$ cat src/rtl/pci_req_pkg.sv
package pci_req_pkg;

  typedef enum logic [2:0] {
    TERM_OK     = 3'd0,
    TERM_RETRY  = 3'd1,
    TERM_DISC   = 3'd2,
    TERM_TABORT = 3'd3,
    TERM_MABORT = 3'd4
  } term_e;

  typedef enum logic {
    ST_IDLE = 1'b0,
    ST_BUSY = 1'b1
  } init_st_e;

  function automatic logic is_backoff(input logic [2:0] code);
    return (code == TERM_RETRY) || (code == TERM_DISC) || (code == TERM_TABORT);
  endfunction

endpackage

$ cat src/rtl/pci_req_backoff.sv
module pci_req_backoff #(
  parameter int HOLD = 2
) (
  input  logic clk,
  input  logic rst_n,
  input  logic load,
  output logic blocked
);
  localparam int CW = (HOLD > 1) ? $clog2(HOLD) : 1;
  localparam logic [CW-1:0] LOADV = CW'(HOLD - 1);

  logic [CW-1:0] cnt_q, cnt_d;

  always_comb begin
    cnt_d = cnt_q;
    if (load)
      cnt_d = LOADV;
    else if (cnt_q != '0)
      cnt_d = cnt_q - 1'b1;
  end

  always_ff @(posedge clk or negedge rst_n) begin
    if (!rst_n) cnt_q <= '0;
    else        cnt_q <= cnt_d;
  end

  assign blocked = (cnt_q != '0);
endmodule

$ cat src/rtl/pci_park_parity.sv
module pci_park_parity #(
  parameter int AD_W  = 32,
  parameter int CBE_W = 4,
  parameter logic [AD_W-1:0]  PARK_AD  = '0,
  parameter logic [CBE_W-1:0] PARK_CBE = '0
) (
  input  logic clk,
  input  logic rst_n,
  input  logic park_en,
  output logic par_oe,
  output logic par
);
  localparam int TOT_W = AD_W + CBE_W;
  localparam logic [TOT_W-1:0] PAT = {PARK_AD, PARK_CBE};

  logic [TOT_W:0] chain;
  assign chain[0] = 1'b0;
  for (genvar i = 0; i < TOT_W; i++) begin : g_xor
    assign chain[i+1] = chain[i] ^ PAT[i];
  end

  logic oe_d, par_d;
  always_comb begin
    oe_d  = park_en;
    par_d = par;
    if (park_en) par_d = chain[TOT_W];
  end

  always_ff @(posedge clk or negedge rst_n) begin
    if (!rst_n) begin
      par_oe <= 1'b0;
      par    <= 1'b0;
    end else begin
      par_oe <= oe_d;
      par    <= par_d;
    end
  end
endmodule

$ cat src/rtl/pci_serr_gen.sv
module pci_serr_gen
  import pci_req_pkg::*;
(
  input  logic       clk,
  input  logic       rst_n,
  input  logic       fin,
  input  logic [2:0] code,
  input  logic       locked,
  input  logic       posted,
  input  logic       serr_en,
  input  logic       ma_mode,
  output logic       serr_n
);
  logic hit;
  always_comb begin
    hit = 1'b0;
    if (fin && locked && posted && serr_en) begin
      if (code == TERM_TABORT)                  hit = 1'b1;
      else if (code == TERM_MABORT && ma_mode)  hit = 1'b1;
    end
  end

  always_ff @(posedge clk or negedge rst_n) begin
    if (!rst_n) serr_n <= 1'b1;
    else        serr_n <= ~hit;
  end
endmodule

$ cat src/rtl/pci_init_req_ctrl.sv
module pci_init_req_ctrl
  import pci_req_pkg::*;
#(
  parameter int CNT_W = 4,
  parameter int AD_W  = 32,
  parameter int CBE_W = 4,
  parameter int BACKOFF = 2,
  parameter logic [AD_W-1:0]  PARK_AD  = '0,
  parameter logic [CBE_W-1:0] PARK_CBE = '0
) (
  input  logic             clk,
  input  logic             rst_n,
  input  logic [CNT_W-1:0] pend_cnt,
  input  logic             head_done,
  input  logic             gnt_n,
  input  logic             term_valid,
  input  logic [2:0]       term_code,
  input  logic             term_locked,
  input  logic             term_posted,
  input  logic             serr_en,
  input  logic             ma_mode,
  output logic             req_n,
  output logic             start,
  output logic             park_en,
  output logic             par_oe,
  output logic             par,
  output logic             serr_n
);
  // reset: asynchronous assertion, synchronous release
  logic rst_s1, rst_i;
  always_ff @(posedge clk or negedge rst_n) begin
    if (!rst_n) begin
      rst_s1 <= 1'b0;
      rst_i  <= 1'b0;
    end else begin
      rst_s1 <= 1'b1;
      rst_i  <= rst_s1;
    end
  end

  init_st_e state_q, state_d;
  logic req_q, req_d, start_q, start_d, park_q, park_d;
  logic bo_blocked, ready, fin, bo_evt, busy;

  assign busy   = (state_q == ST_BUSY);
  assign fin    = busy && term_valid;
  assign bo_evt = fin && is_backoff(term_code);
  assign ready  = (pend_cnt != '0) && head_done && !bo_blocked;

  pci_req_backoff #(.HOLD(BACKOFF)) i_backoff (
    .clk     (clk),
    .rst_n   (rst_i),
    .load    (bo_evt),
    .blocked (bo_blocked)
  );

  always_comb begin
    state_d = state_q;
    req_d   = req_q;
    start_d = 1'b0;
    park_d  = 1'b0;
    unique case (state_q)
      ST_IDLE: begin
        start_d = !gnt_n && ready && (req_q || park_q);
        req_d   = ready;
        park_d  = !gnt_n && !req_q && !start_d;
        if (start_d) state_d = ST_BUSY;
      end
      ST_BUSY: begin
        if (fin) begin
          state_d = ST_IDLE;
          req_d   = !bo_evt && ready;
        end else begin
          req_d   = 1'b1;
        end
      end
      default: state_d = ST_IDLE;
    endcase
  end

  always_ff @(posedge clk or negedge rst_i) begin
    if (!rst_i) begin
      state_q <= ST_IDLE;
      req_q   <= 1'b0;
      start_q <= 1'b0;
      park_q  <= 1'b0;
    end else begin
      state_q <= state_d;
      req_q   <= req_d;
      start_q <= start_d;
      park_q  <= park_d;
    end
  end

  pci_park_parity #(
    .AD_W(AD_W), .CBE_W(CBE_W), .PARK_AD(PARK_AD), .PARK_CBE(PARK_CBE)
  ) i_parity (
    .clk     (clk),
    .rst_n   (rst_i),
    .park_en (park_q),
    .par_oe  (par_oe),
    .par     (par)
  );

  pci_serr_gen i_serr (
    .clk     (clk),
    .rst_n   (rst_i),
    .fin     (fin),
    .code    (term_code),
    .locked  (term_locked),
    .posted  (term_posted),
    .serr_en (serr_en),
    .ma_mode (ma_mode),
    .serr_n  (serr_n)
  );

  assign req_n   = ~req_q;
  assign start   = start_q;
  assign park_en = park_q;
endmodule

$ cat config.mk
export PLATFORM = sky130hd
export DESIGN_NAME = pci_init_req_ctrl
export DESIGN_NICKNAME = d
export VERILOG_FILES = /design/src/rtl/pci_req_pkg.sv /design/src/rtl/pci_req_backoff.sv /design/src/rtl/pci_park_parity.sv /design/src/rtl/pci_serr_gen.sv /design/src/rtl/pci_init_req_ctrl.sv
export SDC_FILE = /design/constraint.sdc
export NUM_CORES = 1
export LEC_CHECK = 0
export BUFFER_PORTS_ARGS = -buffer_cell sky130_fd_sc_hd__buf_2
export CORE_AREA = 2 2 39 41
export CTS_CLUSTER_DIAMETER = 80
export CTS_CLUSTER_SIZE = 40
export DETAILED_ROUTE_END_ITERATION = 6
export DIE_AREA = 0 0 41 43
export GPL_ROUTABILITY_DRIVEN = 1
export GPL_TIMING_DRIVEN = 0
export RECOVER_POWER = 100
export SLEW_MARGIN = 0
export SYNTH_ARGS = -nofsm -noshare
export SYNTH_HDL_FRONTEND = slang
export SYNTH_SLANG_ARGS = --single-unit
export TNS_END_PERCENT = 50
$ cat constraint.sdc
create_clock -name clk -period 1.3 [get_ports clk]
set_input_delay 0.13 -clock clk [delete_from_list [all_inputs] [get_ports clk]]
set_output_delay 0.13 -clock clk [all_outputs]
set_load 0.01 [all_outputs]
==> results of run 1 <==
## synth_stat cells
cell type and instances:
o21ai_1 1, buf_4 1, nand3_1 2, dfstp_2 1, nor3_1 2, a211o_1 1, nand3b_4 1, nand3b_1 1
conb_1 2, nand2b_1 1, nand2_1 1, o21a_1 1, inv_1 2, nor4_1 1, or4_4 1, dfrtp_1 8
o41ai_1 1, nor2_1 2
## through the flow
stage                     utilization  total power, mW  worst slack [ps]
final                           0.360            0.600               237
after global placement          0.348            0.403               229
after floorplan                     -            0.361               352
after global routing            0.360            0.642               185
after detailed placement        0.348            0.406               214
after CTS                       0.374            0.625               278
## sequential cells by signal, summed over array words and instances, names as in the netlist
register,cells
busy,1
i_backoff.blocked,1
i_parity.par_oe,1
i_serr.serr_n,1
park_en,1
req_q,1
rst_i,1
rst_s1,1
start,1
## power groups by stage
| stage | Combinational, mW | Sequential, mW | Clock, mW |
|---|---|---|---|
| finish | 0.0762 | 0.319 | 0.205 |
| global route | 0.0877 | 0.323 | 0.231 |
| CTS | 0.0850 | 0.319 | 0.221 |
| detailed placement | 0.0821 | 0.324 | 0 |
| global placement | 0.0806 | 0.323 | 0 |
| floorplan | 0.0352 | 0.325 | 0 |
## worst max-delay path, cell delays in order, from the launching register on
cell      delay, ps
dfrtp_1         350
nand3b_1        220
o41ai_1         370
## layer usage
layer	part of all wire	routed length, um	vias up	global-route usage
met5	0	0	-	0
met4	0	0	0	0.0800
li1	-	-	151	-
met1	0.40	273	139	0.113
met3	0.16	108	0	0.0314
met2	0.44	294	20	0.116
## final timing paths
kind,endpoint,slack (ps)
setup reg to reg,busy$_DFF_PN0_,240
min in group asynchronous,start$_DFF_PN0_,110
setup / recovery,busy$_DFF_PN0_,240
hold / removal,start$_DFF_PN0_,70
hold reg to reg,start$_DFF_PN0_,110
max in group asynchronous,i_serr.serr_n$_DFF_PN1_,920
## area by class of cell
class / instances / share of cell area
plain buffers: 1 / 0.0151
well taps: 16 / 0.0402
repair buffers: 21 / 0.206
flip-flops and latches: 9 / 0.455
inverters: 2 / 0.0151
clock buffers: 4 / 0.0528
multi-input cells: 18 / 0.216
## kinds of logic after synthesis
family          after synthesis
compound gates                4
buf+inv                       3
flops                         9
other cells                   2
simple gates                 12
==> out/metrics.yaml, run 1 <==
outcome: "completed"
p_sw_frac: 0.237
place.gp.congestion: 0.643
seq_power_share: 0.531
cap_violations: 0
path_clk_slew_ps: 60
power_frac_clock: 0.342
grt_pass1_vias: 256
synth_top_family_by_area: "simple AND/OR/NAND/NOR gates"
ys_warn_count: 0
wire_per_inst_um: 9.51
final_cell_mix: "14 x buf_2, 8 x dfrtp_1, 7 x clkbuf_1"
cts_max_path_buffers: 2
worstSetupPathType: "reg -> reg"
combinationalPowerShare: 0.127
grt_use_total: 0.0904
end_kind: "flip-flop"
ant_nets: 0
rsz0062_at_grt: "false"
cts.repair.resized: 0
drc: 0
synth_compound_area_frac: 0.0830
dpl.cell_count: 66
synth_cell_types: 18
cp-startpoint: "i_backoff.blocked$_DFF_PN0_"
row_count: 14
syn_area_sq_um: 362
antenna_found_initial: 0
drt_pass1_iterations: 2
instances_no_fill: 71
leakagePower_nw: 0.237
ys_top_cells_by_area: "dfrtp_1 55%, dfstp_2 7.3%, nand3b_4 5.5%, or4_4 3.1%, nand3_1 2.8%"
min_from: "gnt_n"
max_clock_freq_ghz: 0.940
grt_max_degree: 8
io_pins: 22
setup_viol: 0
portBuffers: 20
internal_power_mw: 0.458
coreArea_sq_um: 1380
hpwl_um: 554
arrival_ps: 1200
die_x_um: 41
whs_ps: 68.4
syn_avg_cell_area_sq_um: 12.1
clk_latency_ps: 250
setup_tns_ps: 0
nNetsFinal: 72
synth-xor-area-share: 0
p_sw_mw: 0.142
crit_required_ps: 1430
design_area_sq_um: 498
synth_mux_area_frac: 0
htree_levels: 1
synth_top_cell_area_share: 0.554
dr_total_vias: 310
dieArea_sq_um: 1760
start_kind: "flip-flop"
hold_viol_final: 0
synthSimpleGateAreaFrac: 0.228
r2r_cells: 2
drtIter0Drc: 1
start_util: 0.261
syn2layout_area_growth_pct: 37.7
root_buffer: "clkbuf_4"
ys_seq_area_frac: 0.626
viasPerCell: 4.37
routed_wl_um: 675
p_per_area_nw_per_um2: 1200
synth_largest_area_cell: "dfrtp_1"
reg2reg_from: "i_backoff.blocked$_DFF_PN0_"
post_cts_buffers: 0
ctsHoldBuffers: 1
cts_sinks: 9
cp_max_fo: 4
ys_ff_latch: 9
synthAdderAreaFrac: 0
timing.final.crit_share: 0.818
cts_made_buffers: 3
fin_crit_ps: 1060
cts_tree: "done"
slew_violations: 0
multi_input_area_sq_um: 108
hold_class: "in -> reg"
nFillCells: 156
grt_pass1_wl_mm: 1.05
peakVddDrop_mv: 0.319
skew_ps: 3.26
seqCellArea_sq_um: 226
postSynthCellCount: 30
drive_gt1_frac: 0.364
grt_remaining_overflow: 0
antenna-diode-count: 0
final_common_cell: "buf_2"
place_area_sq_um: 482
die_h_um: 43
worstHoldPathCells: 2
mappedNetlistNets: 46
(Power assumes the default switching activity.)
==> run 2: changes to the inputs <==
- clock period: 1.3 -> 1.1 ns (I/O delays scaled with it)
==> run 2 against run 1 <==
Global-route usage stayed put. First-iteration DRC count is 100% lower. Largest cell class unchanged. Combinational power is 24% higher. Die area stayed put. Power is 19% higher. Setup slack worse by 150 ps. Register-to-register slack worse by 130 ps. Sequential share of layout area is 1.1 points lower. Routed wire length is 2.7% lower.
==> out/metrics.yaml, run 2 (synthesis gave the netlist of run 1 again) <==
start_kind: "flip-flop"  # unchanged
grt_remaining_overflow: 0  # unchanged
post_cts_buffers: 0  # unchanged
die_h_um: 43  # unchanged
grt_pass1_vias: 256  # unchanged
slew_violations: 0  # unchanged
drtIter0Drc: 0  # was 1
row_count: 14  # unchanged
dieArea_sq_um: 1760  # unchanged
drc: 0  # unchanged
p_per_area_nw_per_um2: 1400  # was 1200 nW/um^2
r2r_end: "busy$_DFF_PN0_"  # unchanged
portBuffers: 20  # unchanged
viasPerCell: 4.30  # was 4.37
routed_wl_um: 657  # was 675 um
nNetsFinal: 72  # unchanged
io_pins: 22  # unchanged
cts_tree: "done"  # unchanged
slowest_delay_ps: 510  # was 370 ps
path_clk_slew_ps: 60  # about the same
syn2layout_area_growth_pct: 41.2  # was 37.7%
dp_worst_setup_slack_ps: 34.3  # was 214 ps
leakagePower_nw: 0.243  # was 0.237 nW
p_sw_frac: 0.238  # was 0.237
power_frac_clock: 0.340  # was 0.342
instances_no_fill: 71  # unchanged
end_kind: "output port"  # was flip-flop
rsz0062_at_grt: "false"  # unchanged
coreArea_sq_um: 1380  # unchanged
internal_power_mw: 0.544  # was 0.458 mW
grt_use_total: 0.0904  # unchanged
cts_sinks: 9  # unchanged
drive_gt1_frac: 0.382  # was 0.364
worstHoldPathCells: 2  # unchanged
seq_power_share: 0.528  # was 0.531
grt_max_degree: 8  # unchanged
clk_latency_ps: 250  # about the same
final_cell_mix: "14 x buf_2, 8 x dfrtp_1, 7 x clkbuf_1"  # unchanged
combinationalPowerShare: 0.132  # was 0.127
wire_per_inst_um: 9.25  # was 9.51 um
die_x_um: 41  # unchanged
reg2reg_slack_ps: 110  # was 240 ps
setup_tns_ps: 0  # unchanged
reg2reg_from: "i_backoff.blocked$_DFF_PN0_"  # unchanged
timing.final.crit_share: 0.919
antenna_found_initial: 0  # unchanged
drt_pass1_iterations: 1  # was 2
dr_total_vias: 305  # was 310
cts_max_path_buffers: 2  # unchanged
cp_max_fo: 1  # was 4
fin_crit_ps: 1010
grt_pass1_wl_mm: 1.05  # unchanged
worstSetupPathType: "reg -> out"  # was reg -> reg
outcome: "completed"  # unchanged
htree_levels: 1  # unchanged
ant_nets: 0  # unchanged
r2r_cells: 2  # unchanged
p_sw_mw: 0.170  # was 0.142 mW
slowest_stage: "dfstp_2"  # was o41ai_1
root_buffer: "clkbuf_4"  # unchanged
cts_made_buffers: 3  # unchanged
crit_required_ps: 990  # was 1430 ps
arrival_ps: 900  # was 1200 ps
start_util: 0.261  # unchanged
dpl.cell_count: 66  # unchanged
skew_ps: 4.37  # was 3.26 ps
setup_slack_ps: 89.6  # was 237 ps
path_delay_family: "flip-flops"  # was compound AO/OA/AOI/OAI gates
crit_chain: "clkbuf_1"  # was nand3b_1, o41ai_1
min_to: "start$_DFF_PN0_"  # unchanged
max_clock_freq_ghz: 0.990
setup_viol: 0  # unchanged
hold_class: "in -> reg"  # unchanged
place.gp.congestion: 0.643  # unchanged
min_from: "gnt_n"  # unchanged
worst-path-buf-inv: 1  # was 0
cap_violations: 0  # unchanged
hpwl_um: 554  # unchanged
hold_viol_final: 0  # unchanged
antenna-diode-count: 0  # unchanged
peakVddDrop_mv: 0.377  # was 0.319 mV
final_common_cell: "buf_2"  # unchanged
run 2: layout make-up:
type	count	area, sq um
tap	16	20.0
fill	154	873
timing repair buffer	21	103
sequential	9	226
buffer	1	7.51
multi-input combinational	18	120
inverter	2	7.51
clock buffer	4	26.3
run 2: timing repair:
action / CTS / global route
resized for setup: 0 / 0
hold buffers: 1 / 0
endpoints found under the setup margin: 0 / 0
endpoints found under the hold margin: 2 / 0
run 2: power by group through the flow:
stage / Combinational (mW) / Sequential, mW / Clock [mW]
4_1_cts: 0.101 / 0.377 / 0.261
6_report: 0.0944 / 0.377 / 0.243
3_5_place_dp: 0.0970 / 0.383 / 0
5_1_grt: 0.108 / 0.382 / 0.272
3_3_place_gp: 0.0953 / 0.381 / 0
2_1_floorplan: 0.0416 / 0.384 / 0
run 2: layer usage:
metal | GRT usage | wire, um
met1 | 0.113 | 257
met2 | 0.116 | 292
met3 | 0.0314 | 106
met4 | 0.0800 | 0
met5 | 0 | 0
run 2: worst max path at each step:
stage,from,cells after the start,slack [ps],endpoint
final,i_serr.serr_n$_DFF_PN1_,1,90,serr_n
after global routing,i_serr.serr_n$_DFF_PN1_,1,50,serr_n
after CTS,i_serr.serr_n$_DFF_PN1_,1,100,serr_n
after detailed placement,pend_cnt[1],4,30,busy$_DFF_PN0_
after global placement,pend_cnt[1],4,50,busy$_DFF_PN0_
after floorplan,pend_cnt[1],3,170,busy$_DFF_PN0_
run 2: metrics by stage:
stage	hold slack, ps	util	power, mW	cell area (sq um)
global placement	-104	0.348	0.477	482
finish	43.4	0.369	0.713	510
CTS	28.7	0.374	0.738	518
global route	55.3	0.369	0.763	510
detailed placement	-101	0.348	0.480	482
floorplan	-186	-	0.426	362
==> run 3: changes to the inputs <==
- clock period: 1.1 -> 0.9 ns (I/O delays scaled with it)
==> run 3 against run 2 <==
The run now ends with setup timing left. Final cell count rose by 2.8%. Sequential share of layout area fell by 5.6 points. Clock-buffer cell count did not move. Critical endpoint unchanged. Global-route usage rose by 1.5 points. Non-clock buffer count rose by 2.
==> out/metrics.yaml, run 3 (synthesis gave the netlist of run 1 again) <==
start_kind: "flip-flop"  # unchanged
grt_pass1_vias: 295  # was 256
drtIter0Drc: 2  # was 0
worst-path-buf-inv: 1  # unchanged
peakVddDrop_mv: 0.473  # was 0.377 mV
dr_total_vias: 326  # was 305
arrival_ps: 880  # was 900 ps
wire_per_inst_um: 10.7  # was 9.25 um
finalPower_mw: 0.939  # was 0.713 mW
r2r_cells: 2  # unchanged
viasPerCell: 4.47  # was 4.30
reg2reg_from: "i_backoff.blocked$_DFF_PN0_"  # unchanged
drive_gt1_frac: 0.596  # was 0.382
place.gp.congestion: 0.647  # was 0.643
dp_worst_setup_slack_ps: -147  # was 34.3 ps
setup_slack_ps: -66.2  # was 89.6 ps
grt_remaining_overflow: 0  # unchanged
drc: 0  # unchanged
root_buffer: "clkbuf_4"  # unchanged
cts_max_path_buffers: 2  # unchanged
skew_ps: 1.38  # was 4.37 ps
endpoint: "serr_n"  # unchanged
cts_made_buffers: 3  # unchanged
syn2layout_area_growth_pct: 62.6  # was 41.2%
crit_cells: 1  # unchanged
clk_latency_ps: 260  # was 250 ps
max_clock_freq_ghz: 1.03
nNetsFinal: 74  # was 72
violations: "setup timing"
hpwl_um: 558  # was 554 um
r2r_end: "busy$_DFF_PN0_"  # unchanged
die_x_um: 41  # unchanged
p_per_area_nw_per_um2: 1600  # was 1400 nW/um^2
htree_levels: 1  # unchanged
hold_class: "in -> reg"  # unchanged
reg2reg_slack_ps: -30  # was 110 ps
final_common_cell: "buf_2"  # unchanged
grt_pass1_wl_mm: 1.26  # was 1.05 mm
row_count: 14  # unchanged
final_cell_mix: "16 x buf_2, 7 x dfrtp_1, 3 x buf_4, 3 x clkbuf_4"  # was 14 x buf_2, 8 x dfrtp_1, 7 x clkbuf_1
crit_chain: "buf_6"  # was clkbuf_1
slowest_stage: "dfstp_2"  # unchanged
cp-startpoint: "i_serr.serr_n$_DFF_PN1_"  # unchanged
start_util: 0.261  # unchanged
antenna_found_initial: 0  # unchanged
cap_violations: 0  # unchanged
cts_tree: "done"  # unchanged
grt_use_total: 0.106  # was 0.0904
setup_viol: 6  # was 0
crit_required_ps: 810  # was 990 ps
path_delay_family: "flip-flops"  # unchanged
path_clk_slew_ps: 60  # about the same
coreArea_sq_um: 1380  # unchanged
leakagePower_nw: 0.293  # was 0.243 nW
antenna-diode-count: 0  # unchanged
outcome: "finished, violations left"  # was completed
die_h_um: 43  # unchanged
end_kind: "output port"  # unchanged
dieArea_sq_um: 1760  # unchanged
rsz0062_at_grt: "true"  # was false
slowest_delay_ps: 520  # was 510 ps
slew_violations: 0  # unchanged
drt_pass1_iterations: 2  # was 1
routed_wl_um: 782  # was 657 um
ant_nets: 0  # unchanged
worstSetupPathType: "reg -> out"  # unchanged
portBuffers: 20  # unchanged
fin_crit_ps: 966
hold_viol_final: 0  # unchanged
cp_max_fo: 1  # unchanged
io_pins: 22  # unchanged
grt_max_degree: 8  # unchanged
cts_sinks: 9  # unchanged
timing.final.crit_share: 1.07
nFillCells: 141  # was 154
run 3: cell types whose count changed in the layout (fill, tap and decap cells not counted), sizes merged:
cell    previous run  this run
buf               15        20
clkbuf            10         7
run 3: final cells by class:
class,count,area [sq um],share of cell area
Buffer,1,7.51,0.0128
Clock buffer,4,26.3,0.0447
Inverter,2,7.51,0.0128
Multi-Input combinational cell,18,169,0.287
Sequential cell,9,228,0.387
Tap cell,16,20.0,0.0340
Timing Repair Buffer,23,130,0.221
run 3: worst min path at each step:
stage	from	to	slack [ps]	depth (start not counted)
after floorplan	rst_n	rst_i$_DFF_PN0_	-210	0
after global placement	rst_n	rst_s1$_DFF_PN0_	-120	1
after detailed placement	rst_n	rst_i$_DFF_PN0_	-120	1
after CTS	term_code[2]	i_backoff.blocked$_DFF_PN0_	20	2
after global routing	gnt_n	start$_DFF_PN0_	80	2
final	gnt_n	start$_DFF_PN0_	80	2
run 3: per-stage QoR:
step	std cells	setup TNS, ps	cell area [sq um]	hold slack [ps]	utilization
global placement	66	-458	482	-124	0.348
finish	73	-140	588	80.5	0.425
floorplan	30	-8.27	362	-206	-
CTS	71	-99.5	543	18.3	0.392
detailed placement	66	-516	482	-121	0.348
global route	73	-490	588	84.8	0.425
run 3: report_power, final:
group	internal [mW]	switching, mW
Sequential	0.437	0.0359
Clock	0.171	0.136
Combinational	0.0847	0.0748
Total	0.692	0.246
run 3: layer usage:
| layer | track usage | routed length (um) | vias to the layer above |
|---|---|---|---|
| met1 | 0.138 | 287 | 151 |
| li1 | - | - | 155 |
| met5 | 0 | 0 | - |
| met2 | 0.159 | 382 | 18 |
| met4 | 0.0400 | 21 | 0 |
| met3 | 0.0314 | 91 | 2 |
run 3: what timing repair did:
| action | 4_1_cts | 5_1_grt |
|---|---|---|
| setup buffers | 0 | 2 |
| resized for setup | 4 | 6 |
| hold buffers | 1 | 0 |
| endpoints found under the setup margin | 6 | 9 |
| pin swaps | 0 | 3 |
| hold endpoints to repair | 2 | 0 |
